## config.mk

```make
export PLATFORM = sky130hd
export DESIGN_NAME = bx_bank_ext
export DESIGN_NICKNAME = d
export VERILOG_FILES = /design/src/rtl/bx_pkg.sv /design/src/rtl/bx_wr_decode.sv /design/src/rtl/bx_sel_reg.sv /design/src/rtl/bx_cas_steer.sv /design/src/rtl/bx_bank_ext.sv
export SDC_FILE = /design/constraint.sdc
export NUM_CORES = 1
export LEC_CHECK = 0
export BUFFER_PORTS_ARGS = -buffer_cell sky130_fd_sc_hd__buf_2
export CORE_AREA = 4 4 41 43
export DETAILED_ROUTE_END_ITERATION = 12
export DIE_AREA = 0 0 45 47
export GPL_TIMING_DRIVEN = 0
export PLACE_DENSITY = 0.53
export SKIP_LAST_GASP = 1
export SLEW_MARGIN = 20
export SYNTH_ARGS = -nofsm -noshare
export SYNTH_HDL_FRONTEND = slang
export SYNTH_HIERARCHICAL = 1
export SYNTH_SLANG_ARGS = --single-unit
```

## constraint.sdc

```tcl
create_clock -name phi2 -period 1 [get_ports phi2]
set_input_delay 0.1 -clock phi2 [delete_from_list [all_inputs] [get_ports phi2]]
set_output_delay 0.1 -clock phi2 [all_outputs]
set_load 0.1 [all_outputs]
```

## src/rtl/bx_pkg.sv

```systemverilog
`timescale 1ns/1ps
package bx_pkg;
  // Host-side decode
  localparam int BX_ADDR_W   = 8;  // I/O page offset width
  localparam int BX_DEC_W    = 3;  // offset bits actually decoded
  localparam int BX_MATCH    = 6;  // decoded offset of the shared bank register
  localparam int BX_DATA_W   = 8;  // host data bus width
  localparam int BX_DATA_LO  = 3;  // lowest data bit captured
  // DRAM side
  localparam int BX_SEL_W    = 2;  // group-select width (four 512 KB slices)
  localparam int BX_CAS_PER  = 2;  // controller CAS strobes per slice
endpackage

```

## src/rtl/bx_wr_decode.sv

```systemverilog
`timescale 1ns/1ps
module bx_wr_decode #(
  parameter int ADDR_W = 8,
  parameter int DEC_W  = 3,
  parameter int MATCH  = 6
) (
  input  logic              io_page_n,
  input  logic              host_rw,
  input  logic [ADDR_W-1:0] host_addr,
  output logic              wr_hit
);
  localparam logic [ADDR_W-1:0] DEC_MASK  = ADDR_W'((1 << DEC_W) - 1);
  localparam logic [ADDR_W-1:0] MATCH_OFF = ADDR_W'(MATCH);

  // Offset compare modulo 2**DEC_W: upper bits are masked away, giving aliases.
  function automatic logic offset_hits(input logic [ADDR_W-1:0] off);
    return ((off ^ MATCH_OFF) & DEC_MASK) == '0;
  endfunction

  assign wr_hit = ~io_page_n & ~host_rw & offset_hits(host_addr);
endmodule

```

## src/rtl/bx_sel_reg.sv

```systemverilog
`timescale 1ns/1ps
module bx_sel_reg #(
  parameter int SEL_W   = 2,
  parameter int DATA_W  = 8,
  parameter int DATA_LO = 3
) (
  input  logic              phi2,
  input  logic              clr_n,
  input  logic              wr_hit,
  input  logic [DATA_W-1:0] host_data,
  output logic [SEL_W-1:0]  sel
);
  // Field extraction: bits DATA_LO upward become the select value.
  function automatic logic [SEL_W-1:0] pick_field(input logic [DATA_W-1:0] d);
    return SEL_W'(d >> DATA_LO);
  endfunction

  always_ff @(negedge phi2 or negedge clr_n) begin
    if (!clr_n) begin
      sel <= '0;
    end else if (wr_hit) begin
      sel <= pick_field(host_data);
    end
  end
endmodule

```

## src/rtl/bx_cas_steer.sv

```systemverilog
`timescale 1ns/1ps
module bx_cas_steer #(
  parameter int SEL_W = 2,
  parameter int CPG   = 2,
  parameter int NOUT  = (1 << SEL_W) * CPG
) (
  input  logic [SEL_W-1:0] sel,
  input  logic [CPG-1:0]   ctl_cas_n,
  output logic [NOUT-1:0]  bank_cas_n
);
  localparam int NGRP = 1 << SEL_W;

  function automatic logic grp_on(input logic [SEL_W-1:0] s, input int g);
    return s == SEL_W'(g);
  endfunction

  for (genvar g = 0; g < NGRP; g++) begin : g_grp
    for (genvar k = 0; k < CPG; k++) begin : g_strobe
      assign bank_cas_n[g*CPG + k] = grp_on(sel, g) ? ctl_cas_n[k] : 1'b1;
    end
  end
endmodule

```

## src/rtl/bx_bank_ext.sv

```systemverilog
`timescale 1ns/1ps
module bx_bank_ext
  import bx_pkg::*;
#(
  parameter int ADDR_W  = BX_ADDR_W,
  parameter int DEC_W   = BX_DEC_W,
  parameter int MATCH   = BX_MATCH,
  parameter int DATA_W  = BX_DATA_W,
  parameter int DATA_LO = BX_DATA_LO,
  parameter int SEL_W   = BX_SEL_W,
  parameter int CPG     = BX_CAS_PER
) (
  input  logic                          phi2,
  input  logic                          rst_n,
  input  logic                          compat_clr_n,
  input  logic                          io_page_n,
  input  logic [ADDR_W-1:0]             host_addr,
  input  logic                          host_rw,
  input  logic [DATA_W-1:0]             host_data,
  input  logic [CPG-1:0]                ctl_cas_n,
  output logic [(1<<SEL_W)*CPG-1:0]     bank_cas_n,
  output logic [SEL_W-1:0]              grp_led
);
  localparam int NOUT = (1 << SEL_W) * CPG;

  logic             clr_all_n;  // power-up reset or compatibility clear
  logic             wr_hit;     // qualified write to the shared offset
  logic [SEL_W-1:0] sel;        // group-select register

  assign clr_all_n = rst_n & compat_clr_n;

  bx_wr_decode #(.ADDR_W(ADDR_W), .DEC_W(DEC_W), .MATCH(MATCH)) u_dec (
    .io_page_n (io_page_n),
    .host_rw   (host_rw),
    .host_addr (host_addr),
    .wr_hit    (wr_hit)
  );

  bx_sel_reg #(.SEL_W(SEL_W), .DATA_W(DATA_W), .DATA_LO(DATA_LO)) u_reg (
    .phi2      (phi2),
    .clr_n     (clr_all_n),
    .wr_hit    (wr_hit),
    .host_data (host_data),
    .sel       (sel)
  );

  bx_cas_steer #(.SEL_W(SEL_W), .CPG(CPG), .NOUT(NOUT)) u_steer (
    .sel        (sel),
    .ctl_cas_n  (ctl_cas_n),
    .bank_cas_n (bank_cas_n)
  );

  assign grp_led = sel;
endmodule

```

After elaboration in Yosys (flattened, before gate mapping)
Cells that the tools add are included.
{ "word_totals": {"word_cells": 20, "regBits": 2, "output_inout_bits": 10, "in_bits": 23} }
{ "op_classes": {"muxes": 8, "n_reduce_logical": 2, "n_bitwise": 6, "eq_ne": 3} }
{ "op_table": {"columns": ["cell", "count"], "rows": [
  ["8-bit logical NOT", 1],
  ["1-bit two-way mux", 8],
  ["2-bit equality test (second input constant)", 2],
  ["1-bit AND", 3],
  ["2-bit by 1-bit equality test with 1-bit output (second input constant)", 1],
  ["2-bit logical NOT", 1],
  ["1-bit inverter", 2],
  ["2-bit inverter", 1]
]} }

Longest topological paths before layout
Gate-level depths: netlist (run 1).
{ "depth": {"ltp_word": 3, "ltp_mapped": 3, "ltp_nobuf": 3} }

By module
The synthesis (run 1) kept the hierarchy.
{ "by_module_without_submodules": {"columns": ["module", "area_each_um2", "cells_each", "n_inst", "seq_area_each_um2"], "rows": [
  ["bx_sel_reg", 72.6, 4, 1, 50.0],
  ["bx_cas_steer", 62.6, 8, 1, 0.0],
  ["bx_wr_decode", 16.3, 2, 1, 0.0],
  ["bx_bank_ext", 6.3, 1, 1, 0.0]
]} }

==> flow_metrics.env, run 1 <==
export IMPL_grt_overflow_total=0
export IMPL_htree_levels=1
export IMPL_synth_nets=38
export IMPL_nets=72
export IMPL_setup_violations=12
export IMPL_core_area_mm2=0.00130
export IMPL_critPathKind="reg -> out"
export IMPL_gp_congestion=0.577
export IMPL_leakage_uw=0.000262
export IMPL_instances_no_fill=62
export IMPL_vdd_drop_max_mv=0.883
export IMPL_reg2reg_to="u_reg/sel[0]"
export IMPL_reg_largest_list="u_reg/sel x2"
export IMPL_cts_hold_buf=0
export IMPL_synthDistinctLibCells=8
export IMPL_track_usage=0.0979
export IMPL_path_clk_slew_ps=30
export IMPL_initial_core_util=0.121
export IMPL_die_w_um=45
export IMPL_dieArea_mm2=0.00212
export IMPL_hp_class="in -> async"
export IMPL_cp_arrival_ps=1840
export IMPL_clock_path_buffers=2
export IMPL_wirelength_um=805
export IMPL_reg2reg_setup_slack_ps=-60
export IMPL_largest_reg_flops=2
export IMPL_tightest_slew_ps=288
export IMPL_area_delta_synth_final_pct=249
export IMPL_ff2ff_path_depth=3
export IMPL_slew_headroom=0.807
export IMPL_r2r_start="u_reg/sel[0]"
export IMPL_critPathLaunch="u_reg/sel[1]"
export IMPL_drt_antenna_violating_nets=0
export IMPL_layout_cells_most_common="buf_2"
export IMPL_ys_warn_count=6
export IMPL_startpoint_type="flop"
export IMPL_skew_ps=0
export IMPL_grt_start_max_net_pins=7
export IMPL_portBuffers=21
export IMPL_grt_pass1_wl_um=1390
export IMPL_cap_violations=0
export IMPL_cts_made_buffers=3
export IMPL_io_pin_count=33
export IMPL_dp_cells=51
export IMPL_ys_ff_latch=2
export IMPL_dieHeight_um=47
export IMPL_final_cell_mix="buf_2 (9), buf_12 (8), buf_6 (6), buf_4 (6)"
export IMPL_num_vias=256
export IMPL_crit_path_end_kind="output port"
export IMPL_cts_root_buf="clkbuf_4"
export IMPL_hpwl_um=466
export IMPL_row_count=13
export IMPL_yosysSeqAreaShare=0.317
export IMPL_syn_area_um2=158
export IMPL_cp_max_fo=5
export IMPL_grt_pass1_vias=312
export IMPL_required_ps=900
export IMPL_synth_avg_cell_area_um2=10.5
export IMPL_antenna_found_initial=0
export IMPL_top_register="u_reg/sel"
export IMPL_power_density_mw_per_mm2=2380
export IMPL_clkLatencyLatePin_ps=240
export IMPL_setup_slack_ps=-940
export IMPL_synthCells=15
export IMPL_drtIter0Drc=0
export IMPL_cts_sinks=2
export IMPL_crit_path_end="bank_cas_n[5]"
export IMPL_firstDrtPassIters=1
export IMPL_finalHoldViolations=0
export IMPL_vias_per_cell=4.13
export IMPL_drive_above_1_share=0.851
export IMPL_status="finished with violations"
export IMPL_diodes=0
export IMPL_cts_tree="yes"
export IMPL_violations="negative setup slack"
export IMPL_wl_per_cell_um=13.0
export IMPL_rsz0062_at_grt="yes"
export IMPL_slew_viol_final=0
export IMPL_fin_util=0.423
export IMPL_fill_cells=133
export IMPL_drcViolationCount=0
[cells by family after synthesis]
kind of cell,Yosys count,share of synthesized area
flip-flops,2,0.317
multiplexers,2,0.143
AND/OR/NAND/NOR,11,0.540
[worst min-delay path by stage]
stage,end,cells after the start
global placement,u_reg/sel[1],2
global route,u_reg/sel[0],2
detailed placement,u_reg/sel[1],2
finish,u_reg/sel[0],2
floorplan,u_reg/sel[0],1
CTS,u_reg/sel[1],2
[metal layers]
layer | share of wire | track usage
met5 | 0 | 0
met1 | 0.35 | 0.0932
met2 | 0.54 | 0.181
met3 | 0.10 | 0.0383
met4 | 0 | 0.0526
[stage by stage]
stage / area (um2) / hold slack (ps) / setup TNS [ps] / setup slack, ps / power (uW)
2_1_floorplan: 173 / 297 / -13710 / -1650 / 663
3_3_place_gp: 297 / 391 / -8250 / -887 / 748
3_5_place_dp: 297 / 385 / -8350 / -907 / 751
4_1_cts: 536 / 126 / -8970 / -926 / 1290
5_1_grt: 551 / 147 / -9600 / -975 / 1370
6_report: 551 / 131 / -9000 / -940 / 1310
[critical path, cell delays in order (launching register included)]
cell     delay (ps)
dfrtn_1         410
buf_6           120
or3b_4          390
buf_12          180
[power by group]
group          total [uW]  switching [uW]  internal [uW]
Combinational        1010             592            413
Clock                 180            47.1            133
Sequential            122            20.0            102
Total                1310             660            648
[cells in the mapped netlist, drive strengths merged]
cell    n  area, um2
or3b    4       35.0
nand3b  2       15.0
or3     2       12.5
nand2   1       3.75
mux2    2       22.5
and2    1       6.26
nor4    1       12.5
dfrtn   2       50.1
[what timing repair did]
item	CTS	global route
pin swaps	3	3
gates resized for setup	45	4
hold endpoints to repair	0	0
buffers inserted	8	0
setup endpoints to repair	12	12
[layout make-up]
type                            count  area (um2)  share of cell area
Timing Repair Buffer               29         318               0.577
Tap cell                           15        18.8              0.0341
Clock buffer                        3        22.5              0.0409
Sequential cell                     2        50.0              0.0909
Multi-Input combinational cell     13         141               0.257
Note: power is estimated with default switching activity, not from simulation.
==> run 2: changes to the inputs <==
PLACE_DENSITY = 0.54   (was 0.53)
==> flow_metrics.env, run 2 (same netlist as run 1, synthesis figures left out) <==
export IMPL_reg_largest_list="u_reg/sel x2"
export IMPL_cp_max_fo=7
export IMPL_final_cell_area_um2=509
export IMPL_status="finished with violations"
export IMPL_crit_chain="buf_4 -> or3_4 -> buf_12"
export IMPL_nets=69
export IMPL_htree_levels=1
export IMPL_reg2reg_setup_slack_ps=30
export IMPL_area_delta_synth_final_pct=223
export IMPL_cp_top_family="flip-flops"
export IMPL_cp_num_buf_inv=2
export IMPL_cts_root_buf="clkbuf_4"
export IMPL_diodes=0
export IMPL_r2r_start="u_reg/sel[0]"
export IMPL_initial_core_util=0.121
export IMPL_max_stage_delay_ps=390
export IMPL_cts_hold_buf=0
export IMPL_setup_violations=12
export IMPL_critPathKind="reg -> out"
export IMPL_power_density_mw_per_mm2=2420
export IMPL_startpoint_type="flop"
export IMPL_rsz0062_at_grt="yes"
export IMPL_timing_hold_ws_ps=134
export IMPL_tightest_slew_ps=275
export IMPL_final_cell_mix="buf_2 (10), buf_6 (7), buf_12 (6)"
export IMPL_dieArea_mm2=0.00212
export IMPL_wl_per_cell_um=12.8
export IMPL_hp_class="in -> async"
export IMPL_drive_above_1_share=0.818
export IMPL_grt_pass1_wl_um=1320
export IMPL_cp_arrival_ps=1850
export IMPL_cp_slowest_cell="dfrtn_1"
export IMPL_slew_viol_final=0
export IMPL_clock_path_buffers=2
export IMPL_cts_made_buffers=3
export IMPL_instances_no_fill=59
export IMPL_vdd_drop_max_mv=0.994
export IMPL_row_count=13
export IMPL_setup_slack_ps=-948
export IMPL_crit_path_end_kind="output port"
export IMPL_drtIter0Drc=2
export IMPL_violations="negative setup slack"
export IMPL_antenna_found_initial=0
export IMPL_slew_headroom=0.815
export IMPL_cts_sinks=2
export IMPL_track_usage=0.0923
export IMPL_finalHoldViolations=0
export IMPL_leakage_uw=0.000238
export IMPL_cap_violations=0
export IMPL_ff2ff_path_depth=2
export IMPL_reg2reg_to="u_reg/sel[0]"
export IMPL_io_pin_count=33
export IMPL_vias_per_cell=4.10
export IMPL_skew_ps=0
export IMPL_dp_cells=51
export IMPL_hpwl_um=475
export IMPL_gp_congestion=0.578
export IMPL_portBuffers=21
export IMPL_layout_cells_most_common="buf_2"
export IMPL_required_ps=900
export IMPL_grt_pass1_vias=283
export IMPL_core_area_mm2=0.00130
export IMPL_dieHeight_um=47
export IMPL_multi_input_area_um2=139
export IMPL_top_register="u_reg/sel"
export IMPL_largest_reg_flops=2
export IMPL_grt_overflow_total=0
export IMPL_wirelength_um=756
export IMPL_drt_antenna_violating_nets=0
export IMPL_firstDrtPassIters=3
export IMPL_fill_cells=140
export IMPL_clkLatencyLatePin_ps=240
export IMPL_cts_tree="yes"
export IMPL_grt_start_max_net_pins=8
export IMPL_drcViolationCount=0
export IMPL_seqCellArea_um2=50.0
export IMPL_placed_area_um2=297
export IMPL_num_vias=242
export IMPL_die_w_um=45
export IMPL_path_clk_slew_ps=30
[run 2: layout make-up]
type / count / area share
Timing Repair Buffer: 26 / 0.548
Clock buffer: 3 / 0.0442
Sequential cell: 2 / 0.0983
Multi-Input combinational cell: 13 / 0.273
Tap cell: 15 / 0.0369
[run 2: worst max path at each step]
stage,slack (ps),to,start,depth (start not counted)
floorplan,-1650,bank_cas_n[6],u_reg/sel[1],1
finish,-950,bank_cas_n[0],u_reg/sel[0],3
detailed placement,-900,bank_cas_n[3],u_reg/sel[0],2
global route,-1000,bank_cas_n[0],u_reg/sel[0],3
CTS,-940,bank_cas_n[0],u_reg/sel[0],3
global placement,-890,bank_cas_n[3],u_reg/sel[0],2
[run 2: report_power, final]
group / internal, uW / switching (uW)
logic: 356 / 577
clock network: 132 / 43.0
registers: 102 / 21.7
[run 2: repair_timing]
item | 4_1_cts | 5_1_grt
pin swaps | 1 | 1
cloned | 0 | 0
setup endpoints to repair | 12 | 12
buffers inserted | 5 | 0
gates resized for setup | 43 | 0
[run 2: layer usage]
layer | track usage | routed length (um)
met5 | 0 | 0
met4 | 0.0877 | 0
met3 | 0.0192 | 87
met2 | 0.167 | 414
met1 | 0.0860 | 253
[run 2: through the flow]
stage	power [uW]	utilization	TNS [ps]	worst slack, ps
CTS	1240	0.391	-9050	-935
detailed placement	751	0.228	-8320	-896
global route	1290	0.391	-9690	-995
finish	1230	0.391	-9150	-948
global placement	748	0.228	-8230	-885
floorplan	663	-	-13710	-1650
==> run 3: changes to the inputs <==
CELL_PAD_IN_SITES_DETAIL_PLACEMENT = 0   (was unset)
CELL_PAD_IN_SITES_GLOBAL_PLACEMENT = 1   (was unset)
CORE_AREA = unset   (was 4 4 41 43)
CORE_MARGIN = 4   (was unset)
CORE_UTILIZATION = 11   (was unset)
DIE_AREA = unset   (was 0 0 45 47)
PLACE_DENSITY = 0.77   (was 0.54)
SKIP_LAST_GASP = unset   (was 1)
SYNTH_HIERARCHICAL = unset   (was 1)
==> flow_metrics.env, run 3 <==
export IMPL_drt_antenna_violating_nets=0
export IMPL_cts_made_buffers=3
export IMPL_slew_headroom=0.871
export IMPL_skew_ps=0
export IMPL_hp_class="in -> async"
export IMPL_grt_overflow_total=0
export IMPL_layout_cells_most_common="buf_12"
export IMPL_die_w_um=45.6
export IMPL_row_count=13
export IMPL_synth_top_flop_cell="dfrtn_1"
export IMPL_synthDistinctLibCells=8
export IMPL_crit_chain="buf_6 -> or3b_4 -> buf_12"
export IMPL_required_ps=900
export IMPL_leakage_uw=0.000285
export IMPL_synth_top_area_share=0.323
export IMPL_final_cell_mix="buf_12 (10), buf_2 (9), buf_6 (8)"
export IMPL_max_stage_delay_ps=410
export IMPL_clkLatencyLatePin_ps=240
export IMPL_gp_congestion=0.556
export IMPL_largest_reg_flops=2
export IMPL_power_density_mw_per_mm2=2330
export IMPL_fin_util=0.448
export IMPL_cp_slowest_cell="dfrtn_1"
export IMPL_synth_nets=38
export IMPL_path_clk_slew_ps=30
export IMPL_async_reset_ff_frac=1.00
export IMPL_startpoint_type="flop"
export IMPL_cap_violations=0
export IMPL_place_ws_ps=-913
export IMPL_cp_max_fo=5
export IMPL_area_delta_synth_final_pct=281
export IMPL_finalHoldViolations=0
export IMPL_synth_edf_count=0
export IMPL_clock_path_buffers=2
export IMPL_num_vias=262
export IMPL_timing_hold_ws_ps=126
export IMPL_diodes=0
export IMPL_ff2ff_path_depth=6
export IMPL_nets=73
export IMPL_grt_pass1_wl_um=1120
export IMPL_slew_viol_final=0
export IMPL_vias_per_cell=4.16
export IMPL_drive_above_1_share=0.896
export IMPL_dieArea_mm2=0.00208
export IMPL_reg2reg_to="u_reg.sel[0]"
export IMPL_crit_path_end_kind="output port"
export IMPL_ys_warn_count=0
export IMPL_ys_ff_latch=2
export IMPL_drcViolationCount=0
export IMPL_syn_area_um2=155
export IMPL_synth_area_leaders="dfrtn_1 (32%), or3b_1 (23%), mux2_1 (15%)"
export IMPL_final_cell_area_um2=591
export IMPL_antenna_found_initial=0
export IMPL_critPathLaunch="u_reg.sel[1]"
export IMPL_violations="negative setup slack"
export IMPL_io_pin_count=33
export IMPL_synth_common_cells="or3b_1 (4), dfrtn_1 (2), mux2_1 (2), nand3b_1 (2), or3_1 (2)"
export IMPL_setup_slack_ps=-943
export IMPL_setup_violations=12
export IMPL_vdd_drop_max_mv=0.713
export IMPL_track_usage=0.0859
export IMPL_drtIter0Drc=1
export IMPL_synth_avg_cell_area_um2=10.3
export IMPL_htree_levels=1
export IMPL_firstDrtPassIters=2
export IMPL_crit_path_end="bank_cas_n[5]"
export IMPL_top_register="u_reg.sel"
export IMPL_tightest_slew_ps=194
export IMPL_fin_tns_setup_ps=-9360
export IMPL_yosysSeqAreaShare=0.323
export IMPL_r2r_start="u_reg.sel[0]"
export IMPL_dieHeight_um=45.6
export IMPL_status="finished with violations"
export IMPL_wl_per_cell_um=11.7
export IMPL_synth_area_leader_cell="dfrtn_1"
export IMPL_wirelength_um=736
export IMPL_initial_core_util=0.118
export IMPL_cts_sinks=2
export IMPL_portBuffers=21
export IMPL_cts_root_buf="clkbuf_4"
export IMPL_reg2reg_setup_slack_ps=-380
export IMPL_grt_start_max_net_pins=7
export IMPL_critPathKind="reg -> out"
export IMPL_synthCells=15
export IMPL_grt_pass1_vias=276
export IMPL_cts_tree="yes"
export IMPL_reg_largest_list="u_reg.sel x2"
export IMPL_placed_area_um2=285
export IMPL_synth_most_common_cell="or3b_1"
export IMPL_cp_arrival_ps=1840
export IMPL_rsz0062_at_grt="yes"
export IMPL_core_area_mm2=0.00132
run 3: kinds of logic after synthesis:
kind of cell     synth area share
AND/OR/NAND/NOR             0.532
flip-flops                  0.323
multiplexers                0.145
run 3: repair_timing:
item | 4_1_cts | 5_1_grt
pin swaps | 4 | 2
resized for setup | 50 | 12
endpoints found under the setup margin | 12 | 12
setup buffers | 7 | 2
hold buffers | 0 | 0
run 3: worst min path at each step:
| stage | startpoint | end | slack [ps] | cells past startpoint |
|---|---|---|---|---|
| final | compat_clr_n | u_reg.sel[1] | 130 | 2 |
| after global routing | compat_clr_n | u_reg.sel[1] | 130 | 2 |
| after CTS | compat_clr_n | u_reg.sel[1] | 130 | 2 |
| after detailed placement | compat_clr_n | u_reg.sel[0] | 380 | 2 |
| after global placement | compat_clr_n | u_reg.sel[0] | 380 | 2 |
| after floorplan | compat_clr_n | u_reg.sel[0] | 300 | 1 |
run 3: critical path: cells and delay by family, from the launching register on:
kind                   cells  cell delay, ps
buffers and inverters      2             300
and+or+nand+nor            1             390
DFF                        1             410
run 3: metal layers:
layer,global-route usage,part of all wire,vias to the layer above
met5,0,0,-
met4,0.105,0.041,0
met3,0.0435,0.087,4
met2,0.123,0.54,16
met1,0.0796,0.33,119
li1,-,-,123
run 3: final cells by class:
| cell class | count | area, um2 |
|---|---|---|
| Multi-Input combinational cell | 13 | 141 |
| Fill cell | 127 | 727 |
| Clock buffer | 3 | 22.5 |
| Timing Repair Buffer | 30 | 358 |
| Tap cell | 15 | 18.8 |
| Sequential cell | 2 | 50.0 |
run 3: report_power, final:
group	total (uW)	leakage (uW)	internal (uW)	switching [uW]
combinational	1070	0.000245	471	599
sequential	125	0.0000253	102	22.3
clock	182	0.0000138	133	49.1
total	1380	0.000285	706	670
run 3: stage by stage:
stage	total power (uW)	std cells
6_report	1380	63
3_5_place_dp	746	51
5_1_grt	1440	63
2_1_floorplan	659	15
3_3_place_gp	741	51
4_1_cts	1290	61
